## config.mk

```make
export PLATFORM = sky130hd
export DESIGN_NAME = dbg_entry_ctrl
export DESIGN_NICKNAME = d
export VERILOG_FILES = /design/src/rtl/dbg_entry_pkg.sv /design/src/rtl/dbg_pin_sync.sv /design/src/rtl/dbg_enable_latch.sv /design/src/rtl/dbg_src_arbiter.sv /design/src/rtl/dbg_entry_ctrl.sv
export SDC_FILE = /design/constraint.sdc
export NUM_CORES = 1
export LEC_CHECK = 0
export BUFFER_PORTS_ARGS = -buffer_cell sky130_fd_sc_hd__buf_2
export CAP_MARGIN = 20
export CORE_AREA = 8 8 45 47
export CTS_BUF_LIST = sky130_fd_sc_hd__clkbuf_2 sky130_fd_sc_hd__clkbuf_4 sky130_fd_sc_hd__clkbuf_8
export DETAILED_ROUTE_END_ITERATION = 10
export DIE_AREA = 0 0 53 55
export PLACE_DENSITY = 0.69
export SETUP_SLACK_MARGIN = 0.02
export SLEW_MARGIN = 5
export SYNTH_ARGS = -nofsm -noshare
export SYNTH_HDL_FRONTEND = slang
export SYNTH_SLANG_ARGS = --single-unit
```

## constraint.sdc

```tcl
create_clock -name clk -period 1.2 [get_ports clk]
set_input_delay 0.12 -clock clk [delete_from_list [all_inputs] [get_ports clk]]
set_output_delay 0.12 -clock clk [all_outputs]
set_load 0.01 [all_outputs]
```

## src/rtl/dbg_entry_pkg.sv

```systemverilog
package dbg_entry_pkg;

  localparam int VEC_W = 8;

  typedef enum logic [1:0] {
    ACT_DEBUG = 2'd0,
    ACT_EXC   = 2'd1,
    ACT_ILL   = 2'd2,
    ACT_HALT  = 2'd3
  } act_e;

  typedef struct packed {
    logic             valid;
    act_e             code;
    logic [VEC_W-1:0] vec;
    logic             iack;
  } act_t;

  // Exact match against the background opcode.
  function automatic logic op_is_bgnd(input logic [15:0] op, input logic [15:0] ref_op);
    return op == ref_op;
  endfunction

  // Match a family of opcodes that differ only in their low LSB_W bits.
  function automatic logic op_is_family(input logic [15:0] op, input logic [15:0] base,
                                        input int lsb_w);
    logic [15:0] mask;
    mask = 16'hFFFF << lsb_w;
    return (op & mask) == (base & mask);
  endfunction

  // Priority resolution of the trigger sources into one action.
  function automatic act_t resolve(input logic en, input logic dbl, input logic ext,
                                   input logic per, input logic bgnd, input logic swbk,
                                   input logic [VEC_W-1:0] bkpt_vec);
    act_t a;
    a = '{valid: 1'b0, code: ACT_DEBUG, vec: '0, iack: 1'b0};
    if (dbl) begin
      a.valid = 1'b1;
      a.code  = en ? ACT_DEBUG : ACT_HALT;
    end else if (ext || per) begin
      a.valid = 1'b1;
      if (en) a.code = ACT_DEBUG;
      else begin
        a.code = ACT_EXC;
        a.vec  = bkpt_vec;
        a.iack = 1'b1;
      end
    end else if (bgnd) begin
      a.valid = 1'b1;
      a.code  = en ? ACT_DEBUG : ACT_ILL;
    end else if (swbk) begin
      a.valid = 1'b1;
      a.code  = ACT_ILL;
    end
    return a;
  endfunction

endpackage

```

## src/rtl/dbg_pin_sync.sv

```systemverilog
module dbg_pin_sync #(
  parameter int STAGES = 2
) (
  input  logic clk,
  input  logic d_n,
  output logic q_n
);
  logic [STAGES-1:0] chain;

  generate
    genvar g;
    for (g = 0; g < STAGES; g++) begin : g_stage
      if (g == 0) begin : g_first
        always_ff @(posedge clk) chain[0] <= d_n;
      end else begin : g_next
        always_ff @(posedge clk) chain[g] <= chain[g-1];
      end
    end
  endgenerate

  assign q_n = chain[STAGES-1];
endmodule

```

## src/rtl/dbg_enable_latch.sv

```systemverilog
module dbg_enable_latch (
  input  logic clk,
  input  logic rst_n,
  input  logic pin_sync_n,
  output logic armed,
  output logic live
);
  logic load_edge;

  // live goes high on the first edge after reset release; that same edge loads the enable.
  assign load_edge = ~live;

  always_ff @(posedge clk or negedge rst_n) begin
    if (!rst_n) begin
      live  <= 1'b0;
      armed <= 1'b0;
    end else begin
      live <= 1'b1;
      if (load_edge) armed <= ~pin_sync_n;
    end
  end

  // the enable equals the synchronized pin seen at the release edge
  p_arm_sample_r1: assert property (@(posedge clk) disable iff (!rst_n)
    $rose(live) |-> (armed == !$past(pin_sync_n)));

  // no pin activity moves the enable after it is loaded
  p_en_hold_r2: assert property (@(posedge clk) disable iff (!rst_n)
    (live && $past(live)) |-> $stable(armed));
endmodule

```

## src/rtl/dbg_src_arbiter.sv

```systemverilog
module dbg_src_arbiter
  import dbg_entry_pkg::*;
#(
  parameter logic [15:0]      BGND_OP   = 16'h4AFA,
  parameter logic [15:0]      SWBK_BASE = 16'h4848,
  parameter int               SWBK_LSB  = 3,
  parameter logic [VEC_W-1:0] BKPT_VEC  = 8'h0C
) (
  input  logic             clk,
  input  logic             rst_n,
  input  logic             live,
  input  logic             en,
  input  logic             dbl_ev,
  input  logic             ext_ev,
  input  logic             per_ev,
  input  logic             op_valid,
  input  logic [15:0]      opcode,
  output logic             act_valid,
  output logic [1:0]       act_code,
  output logic [VEC_W-1:0] act_vec,
  output logic             iack_req
);
  logic bgnd_ev, swbk_ev, any_ev;
  act_t nxt, cur;

  assign bgnd_ev = live && op_valid && op_is_bgnd(opcode, BGND_OP);
  assign swbk_ev = live && op_valid && op_is_family(opcode, SWBK_BASE, SWBK_LSB);
  assign any_ev  = live && (dbl_ev || ext_ev || per_ev || bgnd_ev || swbk_ev);

  always_comb begin
    nxt = resolve(en, live && dbl_ev, live && ext_ev, live && per_ev, bgnd_ev, swbk_ev, BKPT_VEC);
  end

  always_ff @(posedge clk or negedge rst_n) begin
    if (!rst_n) cur <= '{valid: 1'b0, code: ACT_DEBUG, vec: '0, iack: 1'b0};
    else        cur <= nxt;
  end

  assign act_valid = cur.valid;
  assign act_code  = cur.code;
  assign act_vec   = cur.vec;
  assign iack_req  = cur.iack;

  // no source, no pulse
  p_no_src_r3: assert property (@(posedge clk) disable iff (!rst_n)
    !any_ev |=> !act_valid);

  // a double fault always wins and maps by enable
  p_dbl_r4: assert property (@(posedge clk) disable iff (!rst_n)
    (live && dbl_ev) |=> act_valid && (act_code == ($past(en) ? ACT_DEBUG : ACT_HALT)));

  // halt only when disabled
  p_halt_dis_r4: assert property (@(posedge clk) disable iff (!rst_n)
    (act_valid && act_code == ACT_HALT) |-> !en);

  // debug entry never asks for an acknowledge cycle
  p_dbg_noack_r10: assert property (@(posedge clk) disable iff (!rst_n)
    (act_valid && act_code == ACT_DEBUG) |-> (en && !iack_req));

  // vector zero outside exceptions
  p_vec_exc_r10: assert property (@(posedge clk) disable iff (!rst_n)
    !(act_valid && act_code == ACT_EXC) |-> (act_vec == '0 && !iack_req));
endmodule

```

## src/rtl/dbg_entry_ctrl.sv

```systemverilog
module dbg_entry_ctrl #(
  parameter int          SYNC_STAGES = 2,
  parameter logic [15:0] BGND_OP     = 16'h4AFA,
  parameter logic [15:0] SWBK_BASE   = 16'h4848,
  parameter int          SWBK_LSB    = 3,
  parameter logic [7:0]  BKPT_VEC    = 8'h0C
) (
  input  logic        clk,
  input  logic        rst_n,
  input  logic        bkpt_n,
  input  logic        bus_ack,
  input  logic        dbl_fault,
  input  logic        per_bkpt,
  input  logic        op_valid,
  input  logic [15:0] opcode,
  output logic        dbg_armed,
  output logic        act_valid,
  output logic [1:0]  act_code,
  output logic [7:0]  act_vec,
  output logic        iack_req
);
  logic pin_sync_n;
  logic live;
  logic ext_ev;

  dbg_pin_sync #(.STAGES(SYNC_STAGES)) u_sync (
    .clk (clk),
    .d_n (bkpt_n),
    .q_n (pin_sync_n)
  );

  dbg_enable_latch u_en (
    .clk        (clk),
    .rst_n      (rst_n),
    .pin_sync_n (pin_sync_n),
    .armed      (dbg_armed),
    .live       (live)
  );

  // external breakpoint: acknowledge sampled while synchronized pin is low
  assign ext_ev = bus_ack && !pin_sync_n;

  dbg_src_arbiter #(
    .BGND_OP   (BGND_OP),
    .SWBK_BASE (SWBK_BASE),
    .SWBK_LSB  (SWBK_LSB),
    .BKPT_VEC  (BKPT_VEC)
  ) u_arb (
    .clk       (clk),
    .rst_n     (rst_n),
    .live      (live),
    .en        (dbg_armed),
    .dbl_ev    (dbl_fault),
    .ext_ev    (ext_ev),
    .per_ev    (per_bkpt),
    .op_valid  (op_valid),
    .opcode    (opcode),
    .act_valid (act_valid),
    .act_code  (act_code),
    .act_vec   (act_vec),
    .iack_req  (iack_req)
  );

  // an acknowledge with the synchronized pin high, and nothing else, tags nothing
  p_ext_tag_r11: assert property (@(posedge clk) disable iff (!rst_n)
    (live && bus_ack && pin_sync_n && !dbl_fault && !per_bkpt && !op_valid) |=> !act_valid);
endmodule

```

==> qor.yml <==
synthesis:
  ys_seq_area_frac: 0.4431
  ys_seq_elements: 8
  synth_cell_types: 20
  synthAdderAreaFrac: 0
  synth_top_family_by_area: "simple AND/OR/NAND/NOR gates"
  yosys.area_share.simple: 0.2770
  syn_avg_cell_area_sq_um: 11.00
  syn_area_sq_um: 429.2
  synthXorXnorAreaFrac: 0
  synth_mux_area_frac: 0
  synth_compound_gate_area_share: 0.1224
  yosysWarnings: 0
  syn_inst: 39
layout:
  nFillCells: 132
  antenna_cells: 0
  utilization: 0.4412
  final_cells: 88
  layout.nets: 96
  area_growth_pct: 42.27
  multiInputGateArea_sq_um: 197.7
  regArea_sq_um: 190.2
  stdcell_area_sq_um: 610.6
  drive_gt1_frac: 0.5972
placed_design:
  dp.cells: 82
  routabilityCongestion: 0.7488
  io_buffers: 29
  place_area_sq_um: 560.5
  place.detailed.hpwl_um: 896.2
status:
  status: "complete, no violations"
floorplan:
  start_util: 0.3101
  core_area_sq_um: 1384
  die_area_sq_um: 2915
  core.rowCount: 14
  die_h_um: 55
  die_w_um: 53
  num_io_pins: 36
cts:
  cts_root_buf: "clkbuf_4"
  cts_buffer_depth: 2
  cts_tree: "built"
  numClockSinks: 8
  path_clk_slew_ps: 60
  clk_latency_ps: 260
  h-tree-depth: 1
  cts-buffers-inserted: 3
  cts.repair_timing.setup_buffer_count: 0
route:
  drt_pass1_iterations: 2
  drt_iter0_drc: 2
  postRouteAntennaNets: 0
  vias_per_cell: 4.386
  drc: 0
  vias: 386
  route.final.wire_length_um: 990
  wl_per_cell_um: 11.25
pwr:
  p_per_area_nw_per_um2: 1057
  switching_power_mw: 0.1535
  intPower_mw: 0.4918
  seqPwrFrac: 0.457
  combinationalPowerShare: 0.168
  p_leak_nw: 0.3359
  clkPwrFrac: 0.374
  swShare: 0.2379
  irDropWorstVdd_mv: 0.6148
sta:
  finalCriticalPeriod_ps: 1072
  setup_violations: 0
  final_max_slew_viol_count: 0
  clock_skew_ps: 8.769
  finalHoldViolCount: 0
  rsz0062_at_grt: "no"
  finalCritPeriodShare: 0.8937
  maxClockFrequency_mhz: 932.4
  tns_ps: 0
min_path:
  worstHoldStart: "per_bkpt"
  hp-class: "in2reg"
  holdPathStages: 2
  worstHoldEndpoint: "u_arb.act_vec[2]"
worst_setup_path:
  worstSetupStartpoint: "u_sync.q_n"
  rrSetupSlack_ps: 130
  cp_max_fo: 4
  r2r-start: "u_sync.q_n"
  reg2reg_depth: 4
  r2r_end: "u_arb.act_code[1]"
  end_kind: "flip-flop"
  cp-start-kind: "flip-flop"
  cp.required_ps: 1390
  arrival_ps: 1260
  path_class: "reg2reg"
grt:
  grt_usage: 0.07214
  grt_pass1_wl_um: 1524
  grt-ovfl-total: 0
  antenna_found_initial: 0
  grt_pass1_vias: 363
  grt_max_degree: 7
job:
  cap_violations: 0
## worst max-delay path: stages (launching register included)
cell,delay (ps)
dfxtp_1,340
nor2b_2,60
o31ai_2,330
a41oi_2,170
o21ai_2,120
## cell usage in the layout, fill, tap and decap left out, types with 2 or more instances in the layout
cell type / n
buf_2: 29
conb_1: 7
dfrtp_1: 6
clkbuf_4: 4
nand3_1: 3
nand4b_1: 2
nor2_1: 2
nand2_1: 2
dlygate4sd3_1: 2
dfxtp_1: 2
## Yosys cell counts (all sizes together)
library cell	count	area share
and4b	1	0.026
o31ai	1	0.029
nor2	2	0.017
nand2	2	0.017
buf	8	0.14
o21ai	2	0.032
and3b	1	0.023
dfxtp	2	0.093
nand3	3	0.035
o211a	1	0.023
dfrtp	6	0.35
a41oi	1	0.038
nor4	1	0.015
nor3	1	0.038
nand4b	2	0.041
nor2b	1	0.020
and2	1	0.017
or3	1	0.026
conb	2	0.017
## worst max path at each step
stage | to | slack [ps] | depth (start not counted)
floorplan | u_arb.act_code[1] | 170 | 4
finish | u_arb.act_code[1] | 130 | 4
global route | u_arb.act_code[1] | 30 | 4
detailed placement | u_arb.act_code[1] | 30 | 5
global placement | u_arb.act_code[1] | 60 | 5
CTS | u_arb.act_code[1] | 120 | 4
## repair_timing
action                    in CTS  in global routing
hold buffers                   2                  0
resized for setup              0                  0
hold endpoints to repair       7                  0
## sequential cells by signal (all words and copies together), names as in the netlist
signal           cells
u_arb.act_code       2
u_arb.act_valid      1
u_arb.act_vec        1
u_en.armed           1
u_en.live            1
u_sync.chain         1
u_sync.q_n           1
## per-layer routing
metal | share of wire | up-vias | track usage
met5 | 0 | - | 0
met4 | 0 | 0 | 0.03879
met3 | 0.15 | 0 | 0.05615
met2 | 0.50 | 25 | 0.1074
met1 | 0.35 | 173 | 0.07143
li1 | - | 188 | -
## power groups by stage
| stage | combinational (mW) | clock [mW] | sequential, mW |
|---|---|---|---|
| final | 0.109 | 0.242 | 0.295 |
| after global routing | 0.120 | 0.277 | 0.297 |
| after CTS | 0.110 | 0.257 | 0.295 |
| after detailed placement | 0.105 | 0 | 0.300 |
| after global placement | 0.103 | 0 | 0.299 |
| after floorplan | 0.0557 | 0 | 0.306 |
## final cells by class
class | instances | share of cell area
Multi-Input combinational cell | 28 | 0.3238
Sequential cell | 8 | 0.3115
Timing Repair Buffer | 32 | 0.2828
Clock buffer | 4 | 0.04918
Tap cell | 16 | 0.03279
## stage by stage
step	hold WS, ps	total power, mW	worst slack, ps
detailed placement	-52.87	0.4049	33.69
finish	145.9	0.6453	127.5
floorplan	-175.6	0.3614	174.8
global route	152.6	0.6936	33.58
global placement	-52.53	0.4020	60.19
CTS	138.5	0.6619	117.1
## cell families (layout without fill, tap and decap cells)
kind of cell | Yosys count | after routing
DFF | 8 | 8
AOI/OAI and AO/OA | 5 | 5
and+or+nand+nor | 16 | 16
other | 2 | 7
buffers and inverters | 8 | 36
Power figures use the tool's default switching activity.
